<file path="config.mk">
export PLATFORM = sky130hd
export DESIGN_NAME = byte_serial_loader
export DESIGN_NICKNAME = d
export VERILOG_FILES = /design/src/rtl/bsl_pkg.sv /design/src/rtl/bsl_strobe_sync.sv /design/src/rtl/bsl_hold.sv /design/src/rtl/bsl_shift.sv /design/src/rtl/byte_serial_loader.sv
export SDC_FILE = /design/constraint.sdc
export NUM_CORES = 1
export LEC_CHECK = 0
export BUFFER_PORTS_ARGS = -buffer_cell sky130_fd_sc_hd__buf_2
export CAP_MARGIN = 30
export CORE_AREA = 4 4 64 48
export DETAILED_ROUTE_END_ITERATION = 7
export DIE_AREA = 0 0 68 52
export PLACE_DENSITY = 0.74
export SLEW_MARGIN = 20
export SYNTH_ARGS = -nofsm -noshare
export SYNTH_HDL_FRONTEND = slang
export SYNTH_SLANG_ARGS = --single-unit
</file>
<file path="constraint.sdc">
create_clock -name clk_i -period 2.4 [get_ports clk_i]
set_input_delay 0.36 -clock clk_i [delete_from_list [all_inputs] [get_ports clk_i]]
set_output_delay 0.36 -clock clk_i [all_outputs]
set_load 0.02 [all_outputs]
</file>
<file path="src/rtl/bsl_pkg.sv">
package bsl_pkg;

  // Number of bit periods a byte occupies in the shifter.
  function automatic int unsigned burst_len(input logic is_last, input int unsigned width);
    return is_last ? width - 1 : width;
  endfunction

  // Trailing edge of a level: was high, now low.
  function automatic logic trailing(input logic older, input logic newer);
    return older & ~newer;
  endfunction

endpackage

</file>
<file path="src/rtl/bsl_strobe_sync.sv">
module bsl_strobe_sync
  import bsl_pkg::*;
#(
  parameter int STAGES = 2
) (
  input  logic clk_i,
  input  logic rst_i,
  input  logic sel_a_i,
  input  logic sel_b_i,
  input  logic sel_c_i,
  input  logic wr_i,
  output logic fall_o
);

  logic sel_all;
  logic [STAGES:0] chain;

  assign sel_all = sel_a_i & sel_b_i & sel_c_i & wr_i;

  // chain[STAGES-1] is the synchronised level, chain[STAGES] its history
  generate
    for (genvar g = 0; g <= STAGES; g++) begin : g_stage
      always_ff @(posedge clk_i or posedge rst_i) begin
        if (rst_i) begin
          chain[g] <= 1'b0;
        end else if (g == 0) begin
          chain[g] <= sel_all;
        end else begin
          chain[g] <= chain[(g == 0) ? 0 : g - 1];
        end
      end
    end
  endgenerate

  assign fall_o = trailing(chain[STAGES], chain[STAGES-1]);

endmodule

</file>
<file path="src/rtl/bsl_hold.sv">
module bsl_hold #(
  parameter int DATA_W = 8
) (
  input  logic              clk_i,
  input  logic              rst_i,
  input  logic              capture_i,
  input  logic              take_i,
  input  logic [DATA_W-1:0] data_i,
  input  logic              last_i,
  output logic [DATA_W-1:0] data_o,
  output logic              last_o,
  output logic              full_o,
  output logic              ripe_o
);

  always_ff @(posedge clk_i or posedge rst_i) begin
    if (rst_i) begin
      data_o <= '0;
      last_o <= 1'b0;
      full_o <= 1'b0;
      ripe_o <= 1'b0;
    end else begin
      // a byte must sit one full period before it may leave
      ripe_o <= full_o & ~take_i;
      if (take_i) begin
        full_o <= 1'b0;
      end else if (capture_i) begin
        full_o <= 1'b1;
        data_o <= data_i;
        last_o <= last_i;
      end
    end
  end

endmodule

</file>
<file path="src/rtl/bsl_shift.sv">
module bsl_shift
  import bsl_pkg::*;
#(
  parameter int DATA_W = 8
) (
  input  logic              clk_i,
  input  logic              rst_i,
  input  logic              load_i,
  input  logic [DATA_W-1:0] data_i,
  input  logic              last_i,
  output logic              sdat_o,
  output logic              room_o,
  output logic              closing_o,
  output logic              done_o
);

  localparam int CW = $clog2(DATA_W + 1);

  logic [DATA_W-1:0] sreg;
  logic [CW-1:0]     left;
  logic              last_q;

  always_ff @(posedge clk_i or posedge rst_i) begin
    if (rst_i) begin
      sreg   <= '0;
      left   <= '0;
      last_q <= 1'b0;
      done_o <= 1'b0;
    end else if (load_i) begin
      sreg   <= data_i;
      left   <= CW'(burst_len(last_i, DATA_W));
      last_q <= last_i;
    end else if (left > CW'(1)) begin
      sreg <= sreg >> 1;
      left <= left - CW'(1);
    end else if (left == CW'(1)) begin
      left <= '0;
      if (last_q) begin
        done_o <= 1'b1;
      end
    end
  end

  assign sdat_o    = sreg[0];
  assign room_o    = (left <= CW'(1)) & ~done_o;
  assign closing_o = done_o | (last_q & (left != '0));

endmodule

</file>
<file path="src/rtl/byte_serial_loader.sv">
module byte_serial_loader #(
  parameter int DATA_W      = 8,
  parameter int SYNC_STAGES = 2
) (
  input  logic              clk_i,
  input  logic              rst_i,
  input  logic              sel_a_i,
  input  logic              sel_b_i,
  input  logic              sel_c_i,
  input  logic              wr_i,
  input  logic [DATA_W-1:0] data_i,
  input  logic              last_i,
  output logic              rdy_o,
  output logic              sdat_o,
  output logic              sclk_o,
  output logic              done_o,
  output logic              overrun_o
);

  // named internal events
  logic              ev_strobe;
  logic              ev_accept;
  logic              ev_collide;
  logic              ev_take;
  logic              ev_room;
  logic              sh_closing;
  logic              hold_full;
  logic              hold_ripe;
  logic              hold_last;
  logic [DATA_W-1:0] hold_data;
  logic              refuse;

  bsl_strobe_sync #(.STAGES(SYNC_STAGES)) u_sync (
    .clk_i   (clk_i),
    .rst_i   (rst_i),
    .sel_a_i (sel_a_i),
    .sel_b_i (sel_b_i),
    .sel_c_i (sel_c_i),
    .wr_i    (wr_i),
    .fall_o  (ev_strobe)
  );

  assign refuse     = sh_closing | (hold_full & hold_last);
  assign ev_accept  = ev_strobe & ~hold_full & ~refuse;
  assign ev_collide = ev_strobe & hold_full;
  assign ev_take    = hold_full & hold_ripe & ev_room;

  bsl_hold #(.DATA_W(DATA_W)) u_hold (
    .clk_i     (clk_i),
    .rst_i     (rst_i),
    .capture_i (ev_accept),
    .take_i    (ev_take),
    .data_i    (data_i),
    .last_i    (last_i),
    .data_o    (hold_data),
    .last_o    (hold_last),
    .full_o    (hold_full),
    .ripe_o    (hold_ripe)
  );

  bsl_shift #(.DATA_W(DATA_W)) u_shift (
    .clk_i     (clk_i),
    .rst_i     (rst_i),
    .load_i    (ev_take),
    .data_i    (hold_data),
    .last_i    (hold_last),
    .sdat_o    (sdat_o),
    .room_o    (ev_room),
    .closing_o (sh_closing),
    .done_o    (done_o)
  );

  always_ff @(posedge clk_i or posedge rst_i) begin
    if (rst_i) begin
      overrun_o <= 1'b0;
    end else if (ev_collide) begin
      overrun_o <= 1'b1;
    end
  end

  assign rdy_o  = ~hold_full;
  // done_o changes only while clk_i is high, so the OR never glitches
  assign sclk_o = clk_i | done_o;

endmodule

</file>
==> run_results.csv <==
group,metric,value,unit
status,status,"finished, final reports clean",
route,drtIter0Drc,43,
synth,synth_fp_nets,120,
global_route,grt_pass1_vias,973,
place,finalWeightedCongestion,0.757,
cts,clk_pin_slew,80,ps
power_and_ir_drop,power.leakage,0.729,nW
synth,synth_area,0.00128,mm2
finish,nNetsFinal,150,
critical_path,worstSetupStartpointType,"clock port",
sta,tns,0,ps
route,routed_via_density,5.37,
sta,maxSlewViolCount,0,
synth,synthArstFlopShare,100,%
cts,insertion_delay,420,ps
finish,nFillCells,208,
synth,synthFlopType,"dfrtp_1",
die,dieArea,0.00354,mm2
power_and_ir_drop,max-vdd-ir-drop,0.482,mV
cts,cts_tree,"built",
sta,report.final.hold_viol_count,0,
worst_hold_path,hold_class,"input pin to register",
sta,setup-violations-final,0,
finish,drive_above_1_share,39.4,%
critical_path,required,2040,ps
synth,synth_fa_ha_area_share,2.93,%
cts,cts_hold_buf,1,
critical_path,r2r-end,"u_hold.data_o[1]",
synth,synthMuxAreaShare,15.1,%
synth,synthCells,102,
critical_path,critPathKind,"clock port to output pin",
critical_path,cp.arrival,1830,ps
sta,tightest_slew,467,ps
critical_path,worstPathCellList,"clkbuf_4 > clkbuf_4 > or2_2 > buf_2",
global_route,antenna_found_initial,0,
critical_path,end_kind,"output pin",
route,wirelength,2440,um
route,wl_per_cell,14.7,um
finish,area_growth,18.4,%
sta,worst_clock_skew,5.37,ps
synth,yosysWarningCount,0,
synth,synthXorXnorAreaFrac,0.684,%
power_and_ir_drop,power_density,1260,mW/mm2
sta,rsz0062_at_grt,"false",
route,drtAntennaViolNets,0,
sta,maxSlewHeadroom,68.9,%
synth,synth_cell_types,29,
place,io_buffers,19,
run,maxCapViolations,0,
synth,synth-simple-area-share,9.97,%
synth,synth_compound_area_share,12.2,%
global_route,grt_max_degree,30,
route,dr.pass1.iters,4,
die,die_y,52,um
die,rows,15,
finish,final_common_cell,"dfrtp_1",
die,placeableCoreArea,0.00244,mm2
cts,cts_setup_buffers,0,
critical_path,reg2reg_depth,5,
route,num_vias,892,
global_route,overflow,0,
critical_path,r2r_setup_slack,370,ps
finish,final_cell_mix,"dfrtp_1, buf_2, o21ai_0",
die,io_pins,20,
synth,synth_top_family_by_area,"multiplexers",
critical_path,max_stage_delay,260,ps
die,fp.dieW,68,um
critical_path,worst-path-max-fanout,2,
cts,ctsResizeCount,0,
worst_hold_path,whs_path_depth,2,
worst_hold_path,hold_path_end,"u_hold.data_o[6]",
global_route,grt_first_pass_wirelength,4290,um
finish,diodes,0,
synth,synth_edf_count,0,
die,initial_core_util,52.5,%
sta,whs,165,ps
critical_path,crit_path_frequent_cell,"clkbuf_4",
critical_path,worstReg2RegStart,"u_shift.left[0]",
synth,seq_area_frac_synth,56.7,%
global_route,gr-usage-all-layers,18.0,%
route,remaining_drc_errors,0,
critical_path,cp_slowest_cell,"or2_2",
place,dpl.hpwl,1720,um
synth,syn_avg_cell_area,12.5,um2
synth,ys_seq_elements,29,
worst_hold_path,min_from,"data_i[6]",
-- worst max-delay path, delay by kind of cell --
family | cells | cell delay, ps
buf+inv | 3 | 380
simple gates | 1 | 260
-- report_power, final --
group | leakage, nW | internal [mW] | switching [mW]
sequential | 0.369 | 0.677 | 0.147
combinational | 0.308 | 0.319 | 0.347
clock | 0.0519 | 0.215 | 0.197
-- synth_stat cells (2+ instances only) --
library cell	instances	area, um2
nor3_1	2	10.0
dfrtp_1	29	726
o21ai_0	16	80.1
a22oi_1	2	15.0
ha_1	3	37.5
clkbuf_1	2	7.51
nor2_1	2	7.51
inv_1	5	18.8
nand2_1	2	7.51
mux2i_1	8	80.1
a21oi_1	2	10.0
or3b_2	2	17.5
mux2_2	10	113
nand3_1	2	10.0
-- through the flow --
step	power (mW)	setup WS [ps]	util [%]	cell area [um2]	std cells
2_1_floorplan	1.34	520	-	1280	102
3_3_place_gp	1.52	437	58.5	1430	155
3_5_place_dp	1.55	380	58.5	1430	155
5_1_grt	2.06	184	62.1	1520	166
4_1_cts	1.92	198	62.1	1520	166
6_report	1.90	206	62.1	1520	166
-- cell families after synthesis --
family / count (synthesis)
buf+inv: 8
mux: 18
fa+ha+maj: 3
xor+xnor: 1
compound gates: 25
flops: 29
simple gates: 18
-- worst max-delay path by stage --
stage,start,endpoint,slack [ps]
2_1_floorplan,clk_i,sclk_o,520
3_3_place_gp,clk_i,sclk_o,440
3_5_place_dp,u_shift.left[0],u_hold.data_o[3],380
4_1_cts,clk_i,sclk_o,200
5_1_grt,clk_i,sclk_o,180
6_report,clk_i,sclk_o,210
-- final cells by class --
| class | instances | area [um2] | area share (%) |
|---|---|---|---|
| Inverter | 5 | 18.8 | 1.24 |
| Clock buffer | 11 | 82.6 | 5.45 |
| Tap cell | 34 | 42.5 | 2.81 |
| Timing Repair Buffer | 22 | 123 | 8.09 |
| Multi-Input combinational cell | 65 | 523 | 34.5 |
| Sequential cell | 29 | 726 | 47.9 |
-- metal layers --
layer  track usage, %  wire length (um)  part of all wire, %  vias up
met5                0                 0                    0        -
met4             13.9                41                  1.7        0
met3             8.42               110                  4.5        6
met2             27.0              1170                   48       15
met1             19.4              1120                   46      443
li1                 -                 -                    -      428
-- flip-flops by register name, summed over array words and instances (netlist names), 3 cells and up --
register       count
u_hold.data_o      8
u_sync.chain       3
u_shift.sreg       8
u_shift.left       4
No activity file was read; power rests on OpenSTA's default activity.
